==> src/rtl/hrd_pkg.sv <==
package hrd_pkg;

    typedef enum logic [1:0] {
        PH_HELD = 2'd0,
        PH_RUN  = 2'd1,
        PH_DONE = 2'd2
    } hrd_phase_e;

    typedef struct packed {
        logic bus_init;
        logic keep_cfg;
        logic keep_mem;
        logic fw_gate;
    } hrd_cause_t;

    function automatic int unsigned hrd_max3(input int unsigned a,
                                             input int unsigned b,
                                             input int unsigned c);
        int unsigned m;
        m = (a > b) ? a : b;
        return (m > c) ? m : c;
    endfunction

endpackage

==> src/rtl/hrd_latch.sv <==
module hrd_latch
    import hrd_pkg::*;
#(
    parameter int NODE_W = 6,
    parameter int BUS_W  = 2,
    parameter int ADDR_W = 12
) (
    input  logic              clk,
    input  logic              rst,
    input  logic              capture,
    input  logic              bus_init,
    input  logic              keep_cfg,
    input  logic              keep_mem,
    input  logic              fw_present,
    input  logic              cpu_present,
    input  logic [NODE_W-1:0] strap_node,
    input  logic [BUS_W-1:0]  strap_bus,
    input  logic [ADDR_W-1:0] addr_bus,
    output hrd_cause_t        cause,
    output logic [NODE_W-1:0] node_id,
    output logic [BUS_W-1:0]  bus_id,
    output logic [ADDR_W-1:0] cap_addr
);

    always_ff @(posedge clk) begin
        if (rst) begin
            cause    <= '0;
            node_id  <= '0;
            bus_id   <= '0;
            cap_addr <= '0;
        end else if (capture) begin
            cause.bus_init <= bus_init;
            cause.keep_cfg <= keep_cfg;
            cause.keep_mem <= keep_mem;
            cause.fw_gate  <= fw_present & cpu_present;
            node_id        <= strap_node;
            bus_id         <= strap_bus;
            if (!bus_init) begin
                cap_addr <= addr_bus;
            end
        end
    end

endmodule

==> src/rtl/hrd_tables.sv <==
module hrd_tables #(
    parameter int TBL_LIMIT = 200,
    parameter int CNT_W     = 8
) (
    input  logic             clk,
    input  logic             rst,
    input  logic             restart,
    input  logic             run,
    input  logic [CNT_W-1:0] cnt,
    input  logic             done_a,
    input  logic             done_b,
    output logic             both_done,
    output logic             timeout
);

    localparam logic [CNT_W-1:0] LIMIT_V = CNT_W'(TBL_LIMIT);

    logic [1:0] seen_q;

    assign both_done = &seen_q;

    always_ff @(posedge clk) begin
        if (rst || restart) begin
            seen_q  <= '0;
            timeout <= 1'b0;
        end else if (run) begin
            if ((cnt >= LIMIT_V) && !both_done) begin
                timeout <= 1'b1;
            end
            seen_q <= seen_q | {done_b, done_a};
        end
    end

endmodule

==> src/rtl/hrd_fsm.sv <==
module hrd_fsm
    import hrd_pkg::*;
#(
    parameter int MASK_CYC = 16,
    parameter int HOLD_CYC = 125000,
    parameter int CNT_TOP  = 125000,
    parameter int CNT_W    = 17
) (
    input  logic             clk,
    input  logic             rst,
    input  logic             hard_rst_n,
    input  logic             bus_init,
    input  logic             both_done,
    output hrd_phase_e       phase,
    output logic [CNT_W-1:0] cnt
);

    localparam logic [CNT_W-1:0] MASK_V = CNT_W'(MASK_CYC);
    localparam logic [CNT_W-1:0] HOLD_V = CNT_W'(HOLD_CYC);
    localparam logic [CNT_W-1:0] TOP_V  = CNT_W'(CNT_TOP);

    logic finish;

    assign finish = both_done && (cnt >= MASK_V) && (bus_init || (cnt >= HOLD_V));

    always_ff @(posedge clk) begin
        if (rst || !hard_rst_n) begin
            phase <= PH_HELD;
            cnt   <= '0;
        end else begin
            unique case (phase)
                PH_HELD: begin
                    phase <= PH_RUN;
                    cnt   <= '0;
                end
                PH_RUN: begin
                    if (finish) begin
                        phase <= PH_DONE;
                    end
                    if (cnt != TOP_V) begin
                        cnt <= cnt + 1'b1;
                    end
                end
                default: phase <= PH_DONE;
            endcase
        end
    end

endmodule

==> src/rtl/hrd_sequencer.sv <==
module hrd_sequencer
    import hrd_pkg::*;
#(
    parameter int NODE_W    = 6,
    parameter int BUS_W     = 2,
    parameter int ADDR_W    = 12,
    parameter int MASK_CYC  = 16,
    parameter int HOLD_CYC  = 125000,
    parameter int TBL_LIMIT = 200
) (
    input  logic              clk,
    input  logic              rst,
    input  logic              hard_rst_n,
    input  logic              cause_bus_init,
    input  logic              keep_cfg,
    input  logic              keep_mem,
    input  logic              fw_present,
    input  logic              cpu_present,
    input  logic              sw_link_en,
    input  logic [NODE_W-1:0] strap_node,
    input  logic [BUS_W-1:0]  strap_bus,
    input  logic [ADDR_W-1:0] addr_bus,
    input  logic              tbl_done_a,
    input  logic              tbl_done_b,
    output logic              local_rst,
    output logic              cpu_rst,
    output logic              mem_rst,
    output logic              bus_in_mask,
    output logic              bnr_out,
    output logic              link_start,
    output logic              link_enable,
    output logic              tbl_start,
    output logic              clr_plain,
    output logic              clr_cfg_grp,
    output logic              clr_mem_grp,
    output logic              clr_save,
    output logic              init_timeout,
    output logic              seq_done,
    output logic [NODE_W-1:0] node_id,
    output logic [BUS_W-1:0]  bus_id,
    output logic [ADDR_W-1:0] cap_addr
);

    localparam int CNT_TOP = int'(hrd_max3(MASK_CYC, HOLD_CYC, TBL_LIMIT));
    localparam int CNT_W   = $clog2(CNT_TOP + 1);
    localparam logic [CNT_W-1:0] MASK_V = CNT_W'(MASK_CYC);
    localparam logic [CNT_W-1:0] HOLD_V = CNT_W'(HOLD_CYC);

    hrd_phase_e       phase;
    logic [CNT_W-1:0] cnt;
    hrd_cause_t       cause;
    logic             both_done;
    logic             held, run, first, capture, restart;
    logic             bnr_q, sw_seen_q;

    assign held    = (phase == PH_HELD);
    assign run     = (phase == PH_RUN);
    assign first   = run && (cnt == '0);
    assign capture = held && hard_rst_n;
    assign restart = held || !hard_rst_n;

    hrd_latch #(
        .NODE_W(NODE_W),
        .BUS_W (BUS_W),
        .ADDR_W(ADDR_W)
    ) u_latch (
        .clk        (clk),
        .rst        (rst),
        .capture    (capture),
        .bus_init   (cause_bus_init),
        .keep_cfg   (keep_cfg),
        .keep_mem   (keep_mem),
        .fw_present (fw_present),
        .cpu_present(cpu_present),
        .strap_node (strap_node),
        .strap_bus  (strap_bus),
        .addr_bus   (addr_bus),
        .cause      (cause),
        .node_id    (node_id),
        .bus_id     (bus_id),
        .cap_addr   (cap_addr)
    );

    hrd_fsm #(
        .MASK_CYC(MASK_CYC),
        .HOLD_CYC(HOLD_CYC),
        .CNT_TOP (CNT_TOP),
        .CNT_W   (CNT_W)
    ) u_fsm (
        .clk       (clk),
        .rst       (rst),
        .hard_rst_n(hard_rst_n),
        .bus_init  (cause.bus_init),
        .both_done (both_done),
        .phase     (phase),
        .cnt       (cnt)
    );

    hrd_tables #(
        .TBL_LIMIT(TBL_LIMIT),
        .CNT_W    (CNT_W)
    ) u_tables (
        .clk      (clk),
        .rst      (rst),
        .restart  (restart),
        .run      (run),
        .cnt      (cnt),
        .done_a   (tbl_done_a),
        .done_b   (tbl_done_b),
        .both_done(both_done),
        .timeout  (init_timeout)
    );

    always_ff @(posedge clk) begin
        if (rst || restart) begin
            bnr_q     <= 1'b0;
            sw_seen_q <= 1'b0;
        end else begin
            if (run && cause.bus_init && !both_done) begin
                bnr_q <= ~bnr_q;
            end
            if (sw_link_en) begin
                sw_seen_q <= 1'b1;
            end
        end
    end

    always_comb begin
        local_rst   = held;
        cpu_rst     = held || (run && !cause.bus_init && (cnt < HOLD_V));
        mem_rst     = (phase != PH_DONE);
        bus_in_mask = held || (run && (cnt < MASK_V));
        bnr_out     = bnr_q;
        link_start  = first;
        tbl_start   = first;
        link_enable = !held && (!cause.fw_gate || sw_seen_q);
        clr_plain   = first && !cause.bus_init;
        clr_save    = first && !cause.bus_init;
        clr_cfg_grp = first && !cause.bus_init && !cause.keep_cfg;
        clr_mem_grp = first && !cause.bus_init && !cause.keep_mem;
        seq_done    = (phase == PH_DONE);
    end

endmodule

==> config.mk <==
export PLATFORM = sky130hd
export DESIGN_NAME = hrd_sequencer
export DESIGN_NICKNAME = d
export VERILOG_FILES = /design/src/rtl/hrd_pkg.sv /design/src/rtl/hrd_latch.sv /design/src/rtl/hrd_tables.sv /design/src/rtl/hrd_fsm.sv /design/src/rtl/hrd_sequencer.sv
export SDC_FILE = /design/constraint.sdc
export NUM_CORES = 1
export LEC_CHECK = 0
export BUFFER_PORTS_ARGS = -buffer_cell sky130_fd_sc_hd__buf_2
export CORE_ASPECT_RATIO = 1.1
export CORE_MARGIN = 8
export CORE_UTILIZATION = 35
export CTS_BUF_LIST = sky130_fd_sc_hd__clkbuf_4
export DETAILED_ROUTE_END_ITERATION = 8
export SETUP_SLACK_MARGIN = 0.1
export SYNTH_ARGS = -nofsm -noshare
export SYNTH_HDL_FRONTEND = slang
export SYNTH_SLANG_ARGS = --single-unit
==> constraint.sdc <==
create_clock -name clk -period 7.05 [get_ports clk]
set_clock_uncertainty 0.1 [all_clocks]
set_input_delay 1.0575 -clock clk [delete_from_list [all_inputs] [get_ports clk]]
set_output_delay 1.0575 -clock clk [all_outputs]
set_load 0.01 [all_outputs]
[Word level (Yosys, flattened, before mapping)]
Index checks and enable logic that the tools add are counted.
Word-level totals
  bits in registers: 48
  latch bits: 0
  bits in writable memories: 0
  ROM bits: 0
  input bits: 31
  output and inout port bits: 34
  logic and storage cells: 68
  memories kept: 0
Cells by class
  $add $sub $neg: 1
  multiply operators: 0
  div/mod/pow operators: 0
  $lt $le $gt $ge: 5
  equal/unequal tests: 6
  shift-type cells: 0
  mux-type cells: 4
  bitwise logic cells: 4
  reductions and logical operators: 35
Operators with widths (count)
  17-bit case mux with 2 select lines: 1
  17-bit by 1-bit adder with 17-bit output (second input constant): 1
  17-bit >= comparator (second input constant): 1
  17-bit by 5-bit >= comparator with 1-bit output (second input constant): 1
  17-bit by 8-bit >= comparator with 1-bit output (second input constant): 1
  17-bit zero test: 1
  17-bit less-than comparator (second input constant): 1
  17-bit by 5-bit less-than comparator with 1-bit output (second input constant): 1
  17-bit two-way mux: 1
  17-bit inequality test (second input constant): 1
  1-bit logical AND: 14
  2-bit AND reduction: 4
  1-bit zero test: 7
  1-bit logical OR: 7
  2-bit by 1-bit inequality test with 1-bit output (second input constant): 2
  2-bit case mux with 2 select lines: 1
  2-bit by 1-bit == test with 1-bit output (second input constant): 1
  2-bit == test (second input constant): 1
  2-bit zero test: 1
  2-bit two-way mux: 1
  2-bit inequality test (second input constant): 1
  1-bit NOT: 2
  2-bit bitwise OR: 1
  2-bit nonzero test: 1
  1-bit bitwise AND: 1

[Longest topological paths before layout]
Gate-level depths: netlist (run 1).
  depth in word-level cells: 5
  gate-level depth with buffers: 7
  mapped depth without buffers: 6

[Modules after synthesis]
From an unflattened synthesis (run 1), not the netlist that was laid out.
Unflattened totals
  cell total of the unflattened synthesis: 271
  area, all modules: 2428.6 sq um
Modules (own cells, without submodules)
  hrd_fsm: times used 1, cells each 124, area an instance 1018.5 sq um, sequential area each 380.4 sq um
  hrd_latch: times used 1, cells each 93, area an instance 979.7 sq um, sequential area each 480.5 sq um
  hrd_sequencer: times used 1, cells each 39, area an instance 291.5 sq um, sequential area each 40.0 sq um
  hrd_tables: times used 1, cells each 15, area an instance 138.9 sq um, sequential area each 60.1 sq um

[Least setup slack after synthesis (run 1)]
Ideal clock, no wire load.
  path type: register -> output
  start point: reg u_fsm.cnt[14]
  end point: out clr_save
  arrival: 1.975 ns
  required time: 5.892 ns
  slack: 3.918 ns
  stages on the path, launching flop included: 6
  path buffers: 1
  cell sequence: dfxtp_1 -> or4_4 -> or4_4 -> or3_4 -> inv_1 -> buf_4
Between the ends
  cells in the longest elaborated chain, start to end: 3
RTL lines
  start: declaration: RTL line hrd_fsm.sv:15  | output logic [CNT_W-1:0] cnt
  start signal: assignment: RTL line hrd_fsm.sv:41  | cnt <= cnt + 1'b1;
  17-bit zero test: RTL line hrd_sequencer.sv:58  | assign first = run && (cnt == '0);
  1-bit logical AND: RTL line hrd_sequencer.sv:58
  1-bit logical AND
  end: declaration: RTL line hrd_sequencer.sv:36  | output logic clr_save,
Every way passes these cells.

[Worst setup path after layout (run 1)]
  start point: reg u_fsm.cnt[14]
  end point: out bus_in_mask
Between the ends
  cells in the longest elaborated chain, start to end: 3
RTL lines
  17-bit by 5-bit less-than comparator with 1-bit output: RTL line hrd_sequencer.sv:132  | bus_in_mask = held || (run && (cnt < MASK_V));
  1-bit logical AND: RTL line hrd_sequencer.sv:132
  1-bit logical OR: RTL line hrd_sequencer.sv:132
  end: declaration: RTL line hrd_sequencer.sv:28  | output logic bus_in_mask,
Every way passes these cells.

==> flow_summary.json, run 1 <==
{
  "status": "finished, final reports clean",
  "port-buffer-count": 64,
  "fp.dieW_um": 90.9,
  "syn_area_per_cell_um2": 7.99,
  "syn-num-nets": 303,
  "min_period_ps": 3590,
  "peakVddDrop_uv": 104,
  "gr-total-overflow": 0,
  "drc": 0,
  "fin_util_pct": 41.9,
  "postRouteAntennaNets": 0,
  "synth-edff-count": 0,
  "synth_top_cell_by_area": "dfxtp_1",
  "cts_resized": 0,
  "p_leak_nw": 1.04,
  "netlist-cell-type-count": 46,
  "grt_pass1_wl_mm": 9.35,
  "vias": 1980,
  "synth_ff_type": "dfxtp_1",
  "critPathKind": "flop to output port",
  "synth_seq_cells": 48,
  "finalPower_uw": 462,
  "fill_cells": 682,
  "postCtsHoldBufs": 0,
  "cts_max_path_buffers": 2,
  "dpl-instance-area_um2": 2490,
  "root_buffer": "clkbuf_4",
  "yosysWarnings": 0,
  "grt_max_degree": 26,
  "globalplace.congestion": 0.806,
  "netlist.area_leader.share_pct": 44.5,
  "grt_pass1_vias": 1977,
  "rows": 30,
  "ios": 65,
  "antenna_found_initial": 0,
  "drive_gt1_share_pct": 26.9,
  "synth.cell_area_um2": 2160,
  "dieArea_um2": 8930,
  "final_area_um2": 2550,
  "hold_path_class": "flop to flop",
  "timing.fmax_ghz": 0.279,
  "async_flop_share_pct": 0,
  "syn_to_final_growth_pct": 18.2,
  "yosys-top-cells-area": "dfxtp_1, nand2_1, a21oi_1",
  "core-area_um2": 6080,
  "cts_inserted_buffers": 5,
  "diodes": 0,
  "fin_crit_sh_pct": 50.9,
  "slew_headroom_pct": 49.8,
  "finalNonFillerCells": 404,
  "viasPerCell": 4.90,
  "dp.cells": 396,
  "clock-sinks": 48,
  "avgRoutedWirePerCell_um": 13.6,
  "cp.arrival_ps": 2430,
  "dp_hpwl_mm": 4.03,
  "setup_violations": 0,
  "finalSetupTns_ps": 0,
  "synth_cells": 270,
  "htree_num_levels": 2,
  "clock_latency_ps": 360,
  "totalWireLength_mm": 5.48,
  "grtUsageTotal_pct": 12.5,
  "cap_viol_max_count": 0,
  "report.final.slew_viol_count": 0,
  "drtIter0Drc": 97,
  "powerDensity_nw_per_um2": 181,
  "required_ps": 5890,
  "hold_violations": 0,
  "post_cts_buffers": 0,
  "num-nets-final": 356,
  "rsz0062_at_grt": "no",
  "worst_setup_path_end_kind": "output port",
  "ys_seq_area_share_pct": 44.5,
  "cts_tree": "done",
  "critPathLaunchType": "flop",
  "detail_route.first_pass.iterations": 4,
  "die_height_um": 98.3,
  "critPathMaxFanout": 6,
  "worstMarginPinSlew_ps": 751,
  "initial_core_util_pct": 35.5,
  "clk_pin_slew_worst_paths_ps": 150
}
-- area by class of cell --
cell class	count	area, um2	area share (%)
multi-input combinational	195	1070	42.1
sequential	48	961	37.7
timing repair buffer	65	328	12.9
tap	80	100	3.93
clock buffer	5	37.5	1.47
inverter	8	30.0	1.18
clock inverter	3	21.3	0.834
-- final timing paths --
check                           from                  end  slack [ps]  cells after the start
hold / removal    u_latch.node_id[3]   u_latch.node_id[3]         360                      2
setup reg to reg      u_fsm.phase[1]  u_latch.cap_addr[7]        4820                      4
hold reg to reg   u_latch.node_id[3]   u_latch.node_id[3]         360                      2
setup / recovery       u_fsm.cnt[14]          bus_in_mask        3460                      5
-- per-layer routing --
| metal | vias to the layer above | wire length (um) | global-route usage [%] |
|---|---|---|---|
| met3 | 10 | 551 | 6.37 |
| met5 | - | 0 | 0 |
| li1 | 1025 | - | - |
| met2 | 64 | 2280 | 18.1 |
| met4 | 0 | 95 | 4.67 |
| met1 | 881 | 2560 | 15.3 |
-- logic make-up (layout without fill, tap and decap cells) --
group	count (synthesis)	count (layout)	share of synthesized area, %
AND/OR/NAND/NOR	129	129	30.2
flip-flops	48	48	44.5
buffers and inverters	27	81	5.74
AO/OA/AOI/OAI	54	54	14.3
XOR/XNOR	10	10	4.06
adder cells (fa/ha/maj)	2	2	1.16
-- state kept, by name, indices dropped and copies added, names as in the netlist --
name / count
bnr_out: 1
sw_seen_q: 1
u_fsm.cnt: 17
u_fsm.phase: 2
u_latch.bus_id: 2
u_latch.cap_addr: 12
u_latch.cause: 4
u_latch.node_id: 6
u_tables.seen_q: 2
u_tables.timeout: 1
-- synthesized netlist by cell type, types with 2 or more instances --
master,count
or3_1,6
xnor2_1,2
o31ai_1,2
nand2_1,58
nor4_1,3
nor3_1,4
and4_1,2
inv_1,8
or4_4,2
or4_1,2
nor2_2,2
nor2_1,17
clkbuf_1,14
nand3_1,7
or2_2,3
a21oi_1,38
buf_4,3
nor2b_1,2
nand4_1,7
nand2b_1,3
o21ai_0,4
a31oi_1,2
ha_1,2
xor2_1,8
dfxtp_1,48
-- through the flow --
stage | worst slack [ps] | hold WS (ps)
2_1_floorplan | 3920 | 332
3_3_place_gp | 3890 | 339
3_5_place_dp | 3880 | 343
4_1_cts | 3450 | 363
5_1_grt | 3350 | 378
6_report | 3460 | 362
-- worst max-delay path, stage by stage (launching register included) --
cell and delay (ps):
dfxtp_1 370, or4_4 540, or4_4 500, or3_1 310
a21oi_1 180, buf_2 160
-- placed cells by master (no fill, tap or decap), drive strengths merged, types with 2 or more instances in the layout --
| cell type | Yosys | routed |
|---|---|---|
| clkbuf | 15 | 5 |
| xor2 | 8 | 8 |
| nor2 | 19 | 19 |
| nand3 | 7 | 7 |
| nand4 | 7 | 7 |
| a31oi | 2 | 2 |
| or3 | 8 | 8 |
| dfxtp | 48 | 48 |
| nand2 | 58 | 58 |
| buf | 4 | 65 |
| or4 | 4 | 4 |
| nor4 | 4 | 4 |
| inv | 8 | 9 |
| o31ai | 2 | 2 |
| o21ai | 4 | 4 |
| nor2b | 2 | 2 |
| ha | 2 | 2 |
| and4 | 3 | 3 |
| nand2b | 3 | 3 |
| nor3 | 4 | 4 |
| a21oi | 38 | 38 |
| xnor2 | 2 | 2 |
| or2 | 3 | 3 |
-- where the power goes --
group          internal, mW  total, mW  switching (mW)
Combinational        0.0196     0.0449          0.0253
Sequential            0.279      0.284         0.00500
Clock                0.0397      0.134          0.0938
Power figures use the tool's default switching activity.
==> run 2: changes to the inputs <==
--- a/config.mk
+++ b/config.mk
@@ -5,6 +5,7 @@
 export SDC_FILE = /design/constraint.sdc
 export NUM_CORES = 1
 export LEC_CHECK = 0
+export ABC_AREA = 1
 export BUFFER_PORTS_ARGS = -buffer_cell sky130_fd_sc_hd__buf_2
 export CORE_ASPECT_RATIO = 1.1
 export CORE_MARGIN = 8
==> constraint.sdc (replaced) <==
create_clock -name clk -period 3.65 [get_ports clk]
set_clock_uncertainty 0.1 [all_clocks]
set_input_delay 0.5475 -clock clk [delete_from_list [all_inputs] [get_ports clk]]
set_output_delay 0.5475 -clock clk [all_outputs]
set_load 0.01 [all_outputs]
==> flow_summary.json, run 2 <==
{
  "status": "finished, final reports clean",
  "powerDensity_nw_per_um2": 327,
  "postRouteAntennaNets": 0,
  "rsz0062_at_grt": "no",
  "clock-sinks": 48,
  "slew_headroom_pct": 52.4,
  "dp_hpwl_mm": 5.22,
  "report.final.slew_viol_count": 0,
  "synth_top_family_by_area": "simple AND/OR/NAND/NOR gates",
  "dieArea_um2": 9870,
  "worstMarginPinSlew_ps": 711,
  "vias": 2518,
  "syn-num-nets": 419,
  "p_leak_nw": 1.40,
  "synth_cells": 386,
  "clk_pin_slew_worst_paths_ps": 170,
  "num-nets-final": 477,
  "netlist-cell-type-count": 29,
  "syn_area_per_cell_um2": 6.29,
  "critPathKind": "flop to output port",
  "synth_most_common_cell": "nand2_1",
  "synth_mux_area_share_pct": 0,
  "use_met3_pct": 6.14,
  "regMostFlops": "u_fsm.cnt",
  "fp.dieW_um": 95.4,
  "finalPower_uw": 930,
  "required_ps": 3000,
  "ios": 65,
  "initial_core_util_pct": 35.3,
  "ys_seq_area_share_pct": 39.5,
  "syn_to_final_growth_pct": 17.0,
  "root_buffer": "clkbuf_4",
  "avgRoutedWirePerCell_um": 12.6,
  "finalSetupTns_ps": 0,
  "grtUsageTotal_pct": 14.2,
  "min_period_ps": 2690,
  "peakVddDrop_uv": 272,
  "die_height_um": 103,
  "drc": 0,
  "critPathMaxFanout": 9,
  "cts_inserted_buffers": 5,
  "globalplace.congestion": 0.941,
  "synth-simple-area-share_pct": 37.3,
  "netlist.area_leader.share_pct": 39.5,
  "async_flop_share_pct": 0,
  "drtIter0Drc": 93,
  "slowest_delay_ps": 420,
  "cpLargestDelayFamily": "simple AND/OR/NAND/NOR gates",
  "synthAdderAreaFrac_pct": 1.03,
  "drive_gt1_share_pct": 19.3,
  "diodes": 0,
  "cap_viol_max_count": 0,
  "synth.cell_area_um2": 2430,
  "yosys-top-cells-area": "dfxtp_1, nand2_1, nor2_1",
  "cts_max_path_buffers": 2,
  "cp_num_buf_inv": 4,
  "fin_crit_sh_pct": 73.8,
  "core-area_um2": 6890,
  "path_cells": "inv_1, nor2_2, inv_2, nor3_2, nand3_1, inv_2, nand2_2, nor2_1, buf_2",
  "fin_util_pct": 41.3,
  "gr-usage-met1_pct": 16.2,
  "synth_ff_type": "dfxtp_1",
  "cts_resized": 0,
  "critPathLaunchType": "flop",
  "grt_pass1_wl_mm": 11.2,
  "hold_path_class": "input port to flop",
  "detail_route.first_pass.iterations": 4,
  "timing.fmax_ghz": 0.371,
  "postCtsHoldBufs": 0,
  "hold_violations": 0,
  "largestRegisters": "u_fsm.cnt (17), u_latch.cap_addr (12), u_latch.node_id (6)",
  "setup_violations": 0,
  "yosys-top-cells-count": "nand2_1, nor2_1, dfxtp_1",
  "rows": 32,
  "totalWireLength_mm": 6.69,
  "worst_setup_path_end_kind": "output port",
  "synth_top_cell_by_area": "dfxtp_1",
  "yosysWarnings": 0,
  "largest_reg_flops": 17,
  "grt-busiest-layer": "met2",
  "synth-edff-count": 0,
  "slowest_stage": "dfxtp_1",
  "cts_tree": "done",
  "synth_compound_area_share_pct": 10.4,
  "viasPerCell": 4.75,
  "port-buffer-count": 64,
  "layout_common_cells": "nand2_1, nor2_1, buf_2, dfxtp_1, inv_1",
  "clock_latency_ps": 380,
  "cpMostUsedCell": "inv_2",
  "post_cts_buffers": 0,
  "grtUsageMet2_pct": 22.8,
  "grt_pass1_vias": 2512,
  "gr-total-overflow": 0,
  "htree_num_levels": 2,
  "synth_seq_cells": 48,
  "synth_xor_area_share_pct": 0.721,
  "mostFrequentLayoutCell": "nand2_1",
  "antenna_found_initial": 0,
  "grt_max_degree": 17,
  "cp.arrival_ps": 2050
}
==> run 2: changes by cell type after synthesis, sizes merged, moves of 12 or more <==
| cell | before | now |
|---|---|---|
| o21ai | 4 | 18 |
| inv | 8 | 52 |
| nor2 | 19 | 90 |
| a21oi | 38 | 25 |
| nand2 | 58 | 103 |
| nand3 | 7 | 19 |
==> run 2: stage by stage <==
step / setup slack [ps] / cell area (um2) / hold slack, ps / cells
floorplan: 1550 / 2430 / 342 / 386
global placement: 1470 / 2780 / 337 / 522
detailed placement: 1370 / 2780 / 348 / 522
CTS: 944 / 2840 / 274 / 530
global route: 796 / 2840 / 283 / 530
finish: 955 / 2840 / 286 / 530
==> run 2: per-layer routing <==
| layer | vias up | routed length [um] |
|---|---|---|
| met2 | 78 | 2970 |
| li1 | 1306 | - |
| met1 | 1118 | 2980 |
| met4 | 0 | 176 |
| met3 | 16 | 558 |
| met5 | - | 0 |
==> run 2: power breakdown <==
group          switching, mW  leakage, nW  total (mW)  internal (mW)
Sequential           0.00925        0.391       0.551          0.542
Combinational         0.0660        0.978       0.108         0.0422
Clock                  0.193       0.0336       0.271         0.0786
==> run 2: path summary, 6_finish.rpt <==
kind                            cells after the start  slack (ps)            endpoint              from
worst max-delay path                                9         960         clr_mem_grp    u_fsm.phase[0]
worst min-delay path                                3         290  u_latch.node_id[0]     strap_node[0]
worst max register to register                     13        1660       u_fsm.cnt[14]      u_fsm.cnt[0]
worst min register to register                      2         360    u_tables.timeout  u_tables.timeout
==> run 2: worst register-to-register path, stage by stage, from the launching register on <==
cell and delay (ps):
dfxtp_1 410, inv_1 90, ha_1 230, nand2_1 70, inv_1 40, nand2_1 40, nor2_1 50, nand2_1 100
nand2_1 80, nand2_1 370, nand2_1 140, nand2_1 90, nand2_1 50, nor2_1 100
==> run 2: area by class of cell <==
cell class / count / area (um2)
Clock inverter: 3 / 21.3
Timing Repair Buffer: 64 / 320
Clock buffer: 5 / 37.5
Fill cell: 773 / 4040
Sequential cell: 48 / 961
Multi-Input combinational cell: 273 / 1200
Inverter: 52 / 195
Tap cell: 85 / 106
==> run 2: logic make-up (layout without fill, tap and decap cells) <==
group,after synthesis,in the layout
buf+inv,65,124
simple gates,222,222
fa+ha+maj,2,2
xor+xnor,2,2
flops,48,48
compound gates,47,47
==> run 3: changes to the inputs <==
==> constraint.sdc (replaced) <==
create_clock -name clk -period 2.4 [get_ports clk]
set_clock_uncertainty 0.1 [all_clocks]
set_input_delay 0.36 -clock clk [delete_from_list [all_inputs] [get_ports clk]]
set_output_delay 0.36 -clock clk [all_outputs]
set_load 0.01 [all_outputs]
==> flow_summary.json, run 3 (synthesized netlist as in run 2, its figures left out) <==
{
  "p_seq_share_pct": 54.0,
  "required_ps": 1940,
  "postRouteAntennaNets": 0,
  "fin_crit_sh_pct": 91.7,
  "gr-total-overflow": 0,
  "drtIter0Drc": 108,
  "drc": 0,
  "cts_max_path_buffers": 2,
  "timing.fmax_ghz": 0.455,
  "grt_max_degree": 18,
  "ios": 65,
  "p_leak_nw": 1.47,
  "worstMarginPinSlew_ps": 508,
  "port-buffer-count": 64,
  "rows": 32,
  "postCtsHoldBufs": 0,
  "setup_slack_ps": 200,
  "highest_layer": "met4",
  "htree_num_levels": 2,
  "p_int_mw": 1.13,
  "route.met3.wl_um": 584,
  "grtUsageTotal_pct": 14.3,
  "fill_cells": 771,
  "critPathMaxFanout": 3,
  "clock_latency_ps": 380,
  "viasPerCell": 4.71,
  "pre_cts_slack_ps": 546,
  "powerDensity_nw_per_um2": 517,
  "avgRoutedWirePerCell_um": 12.6,
  "met2WireLength_mm": 3.06,
  "setup_violations": 0,
  "cp.arrival_ps": 1740,
  "min_period_ps": 2200,
  "detail_route.first_pass.iterations": 4,
  "layout_common_cells": "nand2_1, nor2_1, buf_2, inv_1, dfxtp_1",
  "fp.dieW_um": 95.4,
  "largest_reg_flops": 17,
  "slew_headroom_pct": 66.1,
  "root_buffer": "clkbuf_4",
  "cap_viol_max_count": 0,
  "worstRegToRegCells": 9,
  "met1_length_mm": 3.06,
  "drive_gt1_share_pct": 23.3,
  "num-nets-final": 486,
  "initial_core_util_pct": 35.3,
  "cts_inserted_buffers": 5,
  "grt_pass1_wl_mm": 11.1,
  "finalSetupTns_ps": 0,
  "cts_tree": "done",
  "rsz0062_at_grt": "yes",
  "status": "finished, final reports clean",
  "clk_pin_slew_worst_paths_ps": 170,
  "dp_hpwl_mm": 5.17,
  "mostFrequentLayoutCell": "nand2_1",
  "finalPower_mw": 1.54,
  "clock-sinks": 48,
  "hold_path_class": "input port to flop",
  "dieArea_um2": 9870,
  "globalplace.congestion": 0.899,
  "combPwrFrac_pct": 11.8,
  "vias": 2536,
  "totalWireLength_mm": 6.78,
  "syn_to_final_growth_pct": 22.8,
  "regMostFlops": "u_fsm.cnt",
  "critPathKind": "flop to output port",
  "peakVddDrop_uv": 372,
  "p_clk_share_pct": 34.2,
  "worst_setup_path_end_kind": "output port",
  "diodes": 0,
  "antenna_found_initial": 0,
  "largestRegisters": "u_fsm.cnt (17), u_latch.cap_addr (12), u_latch.node_id (6)",
  "hold_violations": 0,
  "report.final.slew_viol_count": 0,
  "hold_slack_ps": 77.7,
  "die_height_um": 103,
  "critPathLaunchType": "flop",
  "p_sw_uw": 416,
  "core-area_um2": 6890,
  "grt_pass1_vias": 2432,
  "p_sw_share_pct": 26.9,
  "whs_path_depth": 3
}
## run 3: cell types whose count changed in the layout (fill, tap and decap cells not counted), sizes merged
cell | before | now
buf | 64 | 73
bufinv | 0 | 1
clkinv | 1 | 0
## run 3: worst max-delay path, stage by stage, from the launching register on
cell and delay (ps):
dfxtp_2 350, inv_2 80, ha_4 130, nand4_1 130, nor3_4 200, nand3_2 100
inv_2 80, nand2_2 60, inv_1 90, buf_2 140
## run 3: final cells by class
type                    count  area (um2)  share of cell area, %
clock buffers               5        37.5                   1.26
clock inverters             3        50.0                   1.68
inverters                  52         195                   6.54
multi-input cells         273        1220                   41.1
flip-flops and latches     48         975                   32.7
well taps                  85         106                   3.57
repair buffers             73         394                   13.2
## run 3: repair_timing
action	in CTS	in global routing
pin swaps	0	4
gates resized for setup	1	16
endpoints found under the setup margin	4	5
buffers inserted	0	5
## run 3: final timing paths
path	startpoint	slack, ps	endpoint
worst max-delay path	u_fsm.cnt[0]	200	clr_plain
worst min-delay path	strap_node[0]	80	u_latch.node_id[0]
worst max register to register	u_fsm.phase[0]	520	u_latch.cap_addr[2]
worst min register to register	u_tables.timeout	360	u_tables.timeout
## run 3: metal layers
layer,global-route usage (%),vias to the layer above
li1,-,1317
met5,0,-
met2,22.6,76
met1,17.1,1136
met3,6.06,7
met4,4.50,0
## run 3: metrics by stage
stage                     util [%]  cell area, um2  std cells
after detailed placement      40.9            2810        526
after CTS                     42.2            2900        534
final                         43.3            2980        539
after global placement        40.9            2810        526
after global routing          43.3            2980        539
after floorplan                  -            2430        386
## run 3: power by group through the flow
stage | clock (mW) | combinational (mW) | sequential (mW)
detailed placement | 0 | 0.174 | 0.854
finish | 0.527 | 0.182 | 0.834
floorplan | 0 | 0.0882 | 0.863
CTS | 0.550 | 0.175 | 0.838
global placement | 0 | 0.173 | 0.853
global route | 0.578 | 0.204 | 0.838
